<file path="config.mk">
export PLATFORM = sky130hd
export DESIGN_NAME = flash_cmd_seq
export DESIGN_NICKNAME = d
export VERILOG_FILES = /design/src/rtl/flash_seq_pkg.sv /design/src/rtl/fcs_cmd_gen.sv /design/src/rtl/fcs_delay.sv /design/src/rtl/fcs_poll_judge.sv /design/src/rtl/flash_cmd_seq.sv
export SDC_FILE = /design/constraint.sdc
export NUM_CORES = 1
export LEC_CHECK = 0
export ABC_AREA = 1
export BUFFER_PORTS_ARGS = -buffer_cell sky130_fd_sc_hd__buf_2
export CORE_ASPECT_RATIO = 1.5
export CORE_MARGIN = 1
export CORE_UTILIZATION = 45
export CTS_BUF_LIST = sky130_fd_sc_hd__clkbuf_8
export DETAILED_ROUTE_END_ITERATION = 16
export HOLD_SLACK_MARGIN = 0.1
export PLACE_DENSITY_LB_ADDON = 0.3
export SLEW_MARGIN = 20
export SYNTH_ARGS = -nofsm -noshare
export SYNTH_HDL_FRONTEND = slang
export SYNTH_HIERARCHICAL = 1
export SYNTH_SLANG_ARGS = --single-unit
</file>
<file path="constraint.sdc">
create_clock -name clk -period 2.1 [get_ports clk]
set_input_delay 0.105 -clock clk [delete_from_list [all_inputs] [get_ports clk]]
set_output_delay 0.105 -clock clk [all_outputs]
set_load 0.03 [all_outputs]
</file>
<file path="src/rtl/flash_seq_pkg.sv">
package flash_seq_pkg;

    localparam int FA_W = 17;

    localparam logic [FA_W-1:0] UNLOCK_A1 = 17'h05555;
    localparam logic [FA_W-1:0] UNLOCK_A2 = 17'h02AAA;
    localparam logic [FA_W-1:0] ID_ADDR   = 17'h00001;

    localparam logic [7:0] KEY_1      = 8'hAA;
    localparam logic [7:0] KEY_2      = 8'h55;
    localparam logic [7:0] CMD_PROG   = 8'hA0;
    localparam logic [7:0] CMD_ERASE  = 8'h80;
    localparam logic [7:0] CMD_ID     = 8'h90;
    localparam logic [7:0] SECT_ALT   = 8'h10;
    localparam logic [7:0] SECT_STD   = 8'h30;
    localparam logic [7:0] MID_ALT    = 8'hDA;
    localparam logic [7:0] MID_NOFLAG = 8'h40;

    typedef enum logic [1:0] {
        OP_PROG  = 2'd0,
        OP_ERASE = 2'd1,
        OP_ID    = 2'd2,
        OP_NONE  = 2'd3
    } fop_e;

    typedef enum logic [2:0] {
        S_IDLE, S_CMD, S_WAIT, S_RD, S_RCAP, S_GAP
    } fstate_e;

    typedef struct packed {
        logic [FA_W-1:0] addr;
        logic [7:0]      data;
    } bus_cyc_t;

    function automatic logic [2:0] last_step(fop_e op);
        case (op)
            OP_PROG:  return 3'd3;
            OP_ERASE: return 3'd5;
            default:  return 3'd2;
        endcase
    endfunction

    function automatic bit dq5_exempt(logic [7:0] id);
        return (id == MID_ALT) || (id == MID_NOFLAG);
    endfunction

    function automatic bus_cyc_t cmd_cycle(fop_e op, logic [2:0] step,
                                           logic [FA_W-1:0] tgt, logic [7:0] d,
                                           logic [FA_W-1:0] mask, logic [7:0] id);
        bus_cyc_t c;
        case (step)
            3'd0: c = '{UNLOCK_A1, KEY_1};
            3'd1: c = '{UNLOCK_A2, KEY_2};
            3'd2: begin
                c.addr = UNLOCK_A1;
                case (op)
                    OP_PROG:  c.data = CMD_PROG;
                    OP_ERASE: c.data = CMD_ERASE;
                    default:  c.data = CMD_ID;
                endcase
            end
            3'd3: c = (op == OP_PROG) ? '{tgt, d} : '{UNLOCK_A1, KEY_1};
            3'd4: c = '{UNLOCK_A2, KEY_2};
            default: c = '{tgt & mask, (id == MID_ALT) ? SECT_ALT : SECT_STD};
        endcase
        return c;
    endfunction

endpackage

</file>
<file path="src/rtl/fcs_cmd_gen.sv">
module fcs_cmd_gen
    import flash_seq_pkg::*;
(
    input  fop_e            op,
    input  logic [2:0]      step,
    input  logic [FA_W-1:0] tgt,
    input  logic [7:0]      data,
    input  logic [FA_W-1:0] mask,
    input  logic [7:0]      id,
    output bus_cyc_t        cyc,
    output logic            last
);
    always_comb begin
        cyc  = cmd_cycle(op, step, tgt, data, mask, id);
        last = (step == last_step(op));
    end
endmodule

</file>
<file path="src/rtl/fcs_delay.sv">
module fcs_delay #(
    parameter int W = 8
) (
    input  logic         clk,
    input  logic         rst,
    input  logic         load,
    input  logic [W-1:0] val,
    output logic         zero
);
    logic [W-1:0] cnt;

    always_ff @(posedge clk) begin
        if (rst)
            cnt <= '0;
        else if (load)
            cnt <= val;
        else if (cnt != '0)
            cnt <= cnt - 1'b1;
    end

    assign zero = (cnt == '0);
endmodule

</file>
<file path="src/rtl/fcs_poll_judge.sv">
module fcs_poll_judge (
    input  logic [7:0] rbyte,
    input  logic       exp7,
    input  logic       exempt,
    input  logic       seen,
    input  logic       at_limit,
    output logic       hit,
    output logic       fail,
    output logic       mark
);
    always_comb begin
        hit  = (rbyte[7] == exp7);
        fail = !hit && (seen || at_limit);
        mark = !hit && !exempt && rbyte[5];
    end
endmodule

</file>
<file path="src/rtl/flash_cmd_seq.sv">
module flash_cmd_seq
    import flash_seq_pkg::*;
#(
    parameter int ERASE_WAIT = 18750,
    parameter int POLL_GAP   = 1250,
    parameter int MAX_POLLS  = 3000000
) (
    input  logic            clk,
    input  logic            rst,
    input  logic            start,
    input  logic [1:0]      op,
    input  logic [FA_W-1:0] addr,
    input  logic [7:0]      wdata,
    input  logic [FA_W-1:0] sec_mask,
    input  logic [7:0]      mfr_id,
    output logic            busy,
    output logic            done,
    output logic            error,
    output logic [7:0]      id_byte,
    output logic [FA_W-2:0] fl_addr,
    output logic            fl_bank,
    output logic [7:0]      fl_wdata,
    output logic            fl_we,
    output logic            fl_re,
    input  logic [7:0]      fl_rdata
);
    localparam int DLY_MAX = (ERASE_WAIT > POLL_GAP) ? ERASE_WAIT : POLL_GAP;
    localparam int DLY_W   = $clog2(DLY_MAX + 1);
    localparam int PC_W    = $clog2(MAX_POLLS + 1);

    fstate_e         state;
    fop_e            op_q;
    logic [FA_W-1:0] addr_q;
    logic [FA_W-1:0] mask_q;
    logic [7:0]      data_q;
    logic [7:0]      id_q;
    logic [2:0]      step;
    logic [PC_W-1:0] poll_cnt;
    logic            seen;

    bus_cyc_t   cyc;
    bus_cyc_t   port_cyc;
    logic       last;
    logic       hit, fail, mark;
    logic       go_wait, go_gap, dly_zero, dly_load;
    logic [DLY_W-1:0] dly_val;

    fcs_cmd_gen u_gen (
        .op(op_q), .step(step), .tgt(addr_q), .data(data_q),
        .mask(mask_q), .id(id_q), .cyc(cyc), .last(last)
    );

    fcs_poll_judge u_judge (
        .rbyte(fl_rdata),
        .exp7((op_q == OP_ERASE) ? CMD_ERASE[7] : data_q[7]),
        .exempt(dq5_exempt(id_q)),
        .seen(seen),
        .at_limit(poll_cnt == PC_W'(MAX_POLLS)),
        .hit(hit), .fail(fail), .mark(mark)
    );

    always_comb begin
        go_wait  = (state == S_CMD) && last && (op_q == OP_ERASE);
        go_gap   = (state == S_RCAP) && (op_q != OP_ID) && !hit && !fail;
        dly_load = go_wait || go_gap;
        dly_val  = go_wait ? DLY_W'(ERASE_WAIT - 1) : DLY_W'(POLL_GAP - 1);
    end

    fcs_delay #(.W(DLY_W)) u_dly (
        .clk(clk), .rst(rst), .load(dly_load), .val(dly_val), .zero(dly_zero)
    );

    always_ff @(posedge clk) begin
        if (rst) begin
            state    <= S_IDLE;
            op_q     <= OP_NONE;
            addr_q   <= '0;
            mask_q   <= '0;
            data_q   <= '0;
            id_q     <= '0;
            step     <= '0;
            poll_cnt <= '0;
            seen     <= 1'b0;
            done     <= 1'b0;
            error    <= 1'b0;
            id_byte  <= '0;
        end else begin
            done  <= 1'b0;
            error <= 1'b0;
            case (state)
                S_IDLE: begin
                    if (start && fop_e'(op) != OP_NONE) begin
                        op_q     <= fop_e'(op);
                        addr_q   <= addr;
                        mask_q   <= sec_mask;
                        data_q   <= wdata;
                        id_q     <= mfr_id;
                        step     <= '0;
                        poll_cnt <= '0;
                        seen     <= 1'b0;
                        state    <= S_CMD;
                    end
                end
                S_CMD: begin
                    if (last)
                        state <= (op_q == OP_ERASE) ? S_WAIT : S_RD;
                    else
                        step <= step + 1'b1;
                end
                S_WAIT, S_GAP: begin
                    if (dly_zero)
                        state <= S_RD;
                end
                S_RD: begin
                    poll_cnt <= poll_cnt + 1'b1;
                    state    <= S_RCAP;
                end
                S_RCAP: begin
                    if (op_q == OP_ID) begin
                        id_byte <= fl_rdata;
                        done    <= 1'b1;
                        state   <= S_IDLE;
                    end else if (hit) begin
                        done  <= 1'b1;
                        state <= S_IDLE;
                    end else if (fail) begin
                        error <= 1'b1;
                        state <= S_IDLE;
                    end else begin
                        seen  <= seen | mark;
                        state <= S_GAP;
                    end
                end
                default: state <= S_IDLE;
            endcase
        end
    end

    always_comb begin
        busy  = (state != S_IDLE);
        fl_we = (state == S_CMD);
        fl_re = (state == S_RD);
        if (state == S_CMD)
            port_cyc = cyc;
        else
            port_cyc = '{(op_q == OP_ID) ? ID_ADDR : addr_q, 8'h00};
        fl_addr  = port_cyc.addr[FA_W-2:0];
        fl_bank  = port_cyc.addr[FA_W-1];
        fl_wdata = fl_we ? port_cyc.data : 8'h00;
    end
endmodule

</file>
==> results.toml, run 1 <==
[clock_network]
clock-sinks = 106
cts-root-buf = "clkbuf_8"
clockBufferDepth = 2
htreeDepth = 3
path_clk_slew_ns = 0.10
numCtsBuffers = 9
cts_tree = "yes"
clkLatencyLatePin_ns = 0.39

[synth]
ys_seq_elements = 106
synth_edf_count = 0
synth_top_area_cell = "dfxtp_1"
ys_warn_count = 6
synth_area_leaders = "dfxtp_1 36%, nand2_1 13%, nor2_1 12%"
synth-seq-area-share_pct = 36.3
syn_area_um2 = 5850
synth_top_area_share_pct = 36.3
syn_area_per_cell_um2 = 6.43
synth_most_common_cell = "nand2_1"
syn_inst = 910
ys_async_sr_fraction_pct = 0
yosysUniqueCellTypes = 45
synthFlopType = "dfxtp_1"
synthTopCellsByCount = "203 x nand2_1, 185 x nor2_1, 106 x dfxtp_1"

[placement]
portBuffers = 100
dp_cells = 1165
post-dp-hpwl_mm = 11.0
place_ws_ns = -0.0611
gp_congestion = 0.924

[sta]
finalWorstSetupSlack_ns = 0.0380
fin_skew_ns = 0.0167
finalMaxSlewViolations = 0
slew_headroom_pct = 64.4
tightest_slew_ns = 0.534
finalSetupViolCount = 0
period_share_pct = 98.2
hold_viol = 0
fmax_mhz = 485
finalCriticalPeriod_ns = 2.06
rsz0062_at_grt = "true"
holdWs_ns = 0.250

[global_routing]
grt_usage_pct = 24.9
grt_pass1_vias = 5982
antenna_found_initial = 0
overflow = 0
grt_pass1_wl_mm = 26.9
grt_max_degree = 53

[final_layout]
area_delta_synth_final_pct = 31.2
antenna-diode-count = 0
final_net_count = 1150
nFillCells = 1157
stdcell_count = 1244
drive_gt1_share_pct = 21.6

[power]
finalPower_uw = 8550
p_per_area_nw_per_um2 = 1110
vdd_drop_max_v = 0.000479
p_leak_uw = 0.00356

[critical_path]
critPathMaxStageDelay_ns = 0.35
crit_path_top_delay_cell = "dfxtp_2"
cp_max_fo = 6
end_kind = "flop"
cp_cell_sequence = "inv_2 -> ha_4 -> and3_4 -> nand4_1 -> nor2_1 -> nor2_1 -> nor2_1 -> or2_4 -> nor2_4 -> nand2_2 -> nand2_4 -> inv_6 -> buf_12 -> nand2_8 -> inv_6 -> nand2_1 -> a21oi_1"
cp_common_cell = "nor2_1"
startpoint_type = "flop"
path_class = "reg -> reg"
r2r_setup_slack_ns = 0.04
arrival_ns = 2.33
critical_path_required_ns = 2.36

[drt]
dr.pass1.iters = 5
finalWirelength_mm = 16.8
viasPerCell = 5.18
route.detailed.drc = 0
ant_nets = 0
dr_total_vias = 6438
drt_iter0_markers = 405
wl_per_cell_um = 13.5

[die]
die_area_um2 = 13500
io_pins = 101
initial_utilization_pct = 46.5
die_y_um = 142
die_w_um = 95.1
rows = 50
coreArea_um2 = 12600

[run_status]
outcome = "complete, no violations"

[hold_path]
worstHoldPathType = "in -> reg"

[job]
drv_cap = 0
[routing by layer]
metal | wire length, um | up-vias | global-route usage, %
met1 | 6610 | 2976 | 29.0
met2 | 8900 | 176 | 44.5
met3 | 779 | 46 | 2.79
met5 | 0 | - | 0
li1 | - | 3240 | -
met4 | 494 | 0 | 11.6
[flip-flops by register name, indices dropped and copies added, names as in the netlist]
register and cells:
addr_q 17, data_q 8, done 1, error 1, id_byte 8, id_q 8, mask_q 17, op_q 2
poll_cnt 22, seen 1, state 3, step 3, u_dly/cnt 15
[kinds of logic (layout without fill, tap and decap cells)]
| group | after synthesis | after routing | share of synthesized area (%) |
|---|---|---|---|
| simple gates | 534 | 534 | 40.7 |
| compound gates | 139 | 139 | 12.4 |
| buf+inv | 118 | 292 | 8.59 |
| flops | 106 | 106 | 36.3 |
| xor+xnor | 7 | 7 | 1.05 |
| fa+ha+maj | 4 | 4 | 0.855 |
| other cells | 2 | 6 | 0.128 |
[placed cells by master (no fill, tap or decap), drive strengths merged, types with 2 or more instances in the layout]
cell,instances
a21boi,2
nand3,88
or2,4
ha,4
dfxtp,106
nor3,6
xnor2,3
nand3b,3
nor2,208
clkinv,2
inv,82
conb,6
xor2,4
nand4,9
clkbuf,10
nand2,212
dlygate4sd3,60
clkinvlp,3
buf,133
nor4,2
o21ai,96
a21oi,35
bufinv,2
[stage by stage]
step | cell area [um^2] | util (%) | TNS [ns]
after detailed placement | 6660 | 53.0 | -0.556
final | 7680 | 61.1 | 0
after global routing | 7680 | 61.1 | -1.01
after global placement | 6660 | 53.0 | -0.171
after floorplan | 5880 | - | 0
after CTS | 7540 | 60.0 | 0
[worst paths after layout]
check	startpoint	endpoint	depth (start not counted)
max	poll_cnt[1]	u_dly/cnt[3]	17
min reg2reg	data_q[7]	data_q[7]	2
max reg2reg	poll_cnt[1]	u_dly/cnt[3]	17
min	rst	u_dly/cnt[13]	3
[timing repair]
| action | in CTS | in global routing |
|---|---|---|
| hold endpoints to repair | 60 | 0 |
| hold buffers | 60 | 0 |
| resized for setup | 10 | 40 |
| buffers inserted | 1 | 0 |
| setup endpoints to repair | 29 | 39 |
| pin swaps | 1 | 7 |
| cloned | 1 | 1 |
[layout make-up]
class	count	area [um^2]	area share [%]
inverters	81	324	4.22
repair inverters	2	16.3	0.212
well taps	156	195	2.54
clock inverters	6	88.8	1.16
clock buffers	10	138	1.79
multi-input cells	690	3380	44.0
repair buffers	193	1410	18.3
flip-flops and latches	106	2130	27.7
[worst max-delay path, delay by kind of cell, from the launching register on]
family | cells | cell delay (ns)
and+or+nand+nor | 11 | 1.12
AOI/OAI and AO/OA | 1 | 0.06
buffers and inverters | 4 | 0.26
DFF | 1 | 0.35
adders and majority gates | 1 | 0.15
[power breakdown]
group | total (uW) | switching (uW) | internal (uW)
Combinational | 4350 | 2900 | 1450
Sequential | 2750 | 341 | 2410
Clock | 1440 | 734 | 709
(Power assumes the default switching activity.)
==> inputs of run 2 (changes only) <==
--- a/config.mk
+++ b/config.mk
@@ -13,7 +13,8 @@
 export CTS_BUF_LIST = sky130_fd_sc_hd__clkbuf_8
 export DETAILED_ROUTE_END_ITERATION = 16
 export HOLD_SLACK_MARGIN = 0.1
-export PLACE_DENSITY_LB_ADDON = 0.3
+export PLACE_DENSITY = 0.69
+export REMOVE_ABC_BUFFERS = 1
 export SLEW_MARGIN = 20
 export SYNTH_ARGS = -nofsm -noshare
 export SYNTH_HDL_FRONTEND = slang
==> run 2 against run 1 <==
Compared with the run above: largest power group unchanged; the run now ends with negative setup slack left; register-to-register slack worse by 0.07 ns; critical path depth down 1; first-iteration DRC count down 30%; worst setup slack worse by 0.073 ns; sequential share of layout area down 0.59 points; die area unchanged; flip-flop and latch count unchanged; wire length about the same; largest cell class unchanged; global-route usage up 0.37 points; design area up 2.5%; combinational power up 5.1%; clock power down 14%.
==> results.toml, run 2 (same netlist as run 1, synthesis figures left out) <==
[global_routing]
overflow = 0
grt_max_degree = 53
grt_usage_pct = 25.3
antenna_found_initial = 0
grt_pass1_wl_mm = 27.4
grt_pass1_vias = 6284

[final_layout]
stdcell_count = 1268
final_net_count = 1174
layout_commonest_cell = "nand2_1"
drive_gt1_share_pct = 24.2
regMostFlops = "poll_cnt"
area_delta_synth_final_pct = 34.4
reg_top3 = "poll_cnt (22), addr_q (17), mask_q (17)"
final_cell_mix = "191 x nand2_1, 181 x nor2_1, 100 x buf_2"
antenna-diode-count = 0
largest_reg_flops = 22

[sta]
finalMaxSlewViolations = 0
fmax_mhz = 468
period_share_pct = 102
fin_skew_ns = 0.0116
hold_viol = 0
slew_headroom_pct = 63.5
finalWorstSetupSlack_ns = -0.0348
tightest_slew_ns = 0.546
finalCriticalPeriod_ns = 2.13
finalSetupViolCount = 11
rsz0062_at_grt = "true"
holdWs_ns = 0.148

[power]
finalPower_uw = 8570
p_per_area_nw_per_um2 = 1090
vdd_drop_max_v = 0.000794
p_leak_uw = 0.00365

[job]
drv_cap = 0

[critical_path]
cp_max_fo = 5
r2r-start = "poll_cnt[8]"
critical_path_required_ns = 2.43
r2r_end = "u_dly/cnt[6]"
r2r_cells = 16
end_kind = "flop"
arrival_ns = 2.47
startpoint_type = "flop"
path_class = "reg -> reg"
r2r_setup_slack_ns = -0.03

[clock_network]
clkLatencyLatePin_ns = 0.39
clockBufferDepth = 2
htreeDepth = 3
cts-root-buf = "clkbuf_8"
path_clk_slew_ns = 0.11
numCtsBuffers = 9
cts_tree = "yes"
clock-sinks = 106

[die]
rows = 50
die_w_um = 95.1
die_y_um = 142
io_pins = 101
initial_utilization_pct = 46.5
die_area_um2 = 13500
coreArea_um2 = 12600

[drt]
wl_per_cell_um = 13.2
finalWirelength_mm = 16.8
viasPerCell = 5.09
dr_total_vias = 6455
drt_iter0_markers = 282
route.detailed.drc = 0
ant_nets = 0
dr.pass1.iters = 5

[placement]
place_ws_ns = -0.141
gp_congestion = 0.835
post-dp-hpwl_mm = 10.7
portBuffers = 100
dp_cells = 1177

[hold_path]
hold_depth = 3
worstHoldStart = "rst"
hold_end = "op_q[0]"
worstHoldPathType = "in -> reg"

[run_status]
failed_checks = "negative setup slack"
outcome = "finished with violations"
run 2: cell count changes in the layout (fill, tap and decap cells not counted), sizes merged:
| cell | change |
|---|---|
| buf | +22 |
| clkinvlp | +2 |
| nand2 | +2 |
| bufinv | -2 |
| clkinv | +3 |
| inv | -3 |
run 2: power by group:
part	internal [uW]	switching, uW
Sequential	2420	346
Combinational	1570	2990
Clock	474	768
run 2: how the worst max path moves through the flow:
stage	start	endpoint	slack, ns	cells past startpoint
final	poll_cnt[8]	u_dly/cnt[6]	-0.03	16
after global routing	poll_cnt[8]	u_dly/cnt[11]	-0.20	16
after CTS	poll_cnt[8]	u_dly/cnt[1]	-0.03	16
after detailed placement	poll_cnt[0]	u_dly/cnt[2]	-0.14	16
after global placement	poll_cnt[0]	u_dly/cnt[2]	-0.12	16
after floorplan	state[0]	u_dly/cnt[9]	-0.37	10
run 2: routing by layer:
layer  up-vias  GRT usage [%]  wire [um]
met5         -              0          0
met3        40           4.02        616
met1      2961           28.5       6930
li1       3300              -          -
met4         0           12.0        480
met2       154           45.3       8760
run 2: what timing repair did:
item                                   4_1_cts  5_1_grt
setup endpoints to repair                   34       42
buffers inserted                            12        2
pin swaps                                    9       17
resized for setup                           26       49
hold buffers                                60        0
gates cloned                                 2        2
endpoints found under the hold margin       60        0
run 2: layout make-up:
cell class                      count  area (um^2)
Multi-Input combinational cell    692         3430
Tap cell                          156          195
Timing Repair Buffer              215         1570
Timing Repair inverter              2         23.8
Clock inverter                      6         48.8
Fill cell                        1130         4710
Sequential cell                   106         2130
Inverter                           81          324
Clock buffer                       10          138
run 2: stage by stage:
step,area (um^2),TNS [ns],utilization (%)
after CTS,7700,-0.0574,61.2
after global placement,6730,-1.14,53.5
after floorplan,5670,-3.71,-
final,7870,-0.223,62.6
after global routing,7870,-2.68,62.6
after detailed placement,6730,-1.68,53.5
run 2: critical path, stage by stage (launching register included):
cell      delay (ns)
dfxtp_2         0.35
nor4_4          0.28
buf_4           0.16
nand4_1         0.08
nor2_2          0.11
nor2_1          0.05
nor2_1          0.13
or2_4           0.15
nor2_4          0.04
nand2_2         0.09
nand2_2         0.07
inv_2           0.08
buf_6           0.14
nand2_8         0.09
clkinv_8        0.08
nand2_4         0.04
a21oi_2         0.13
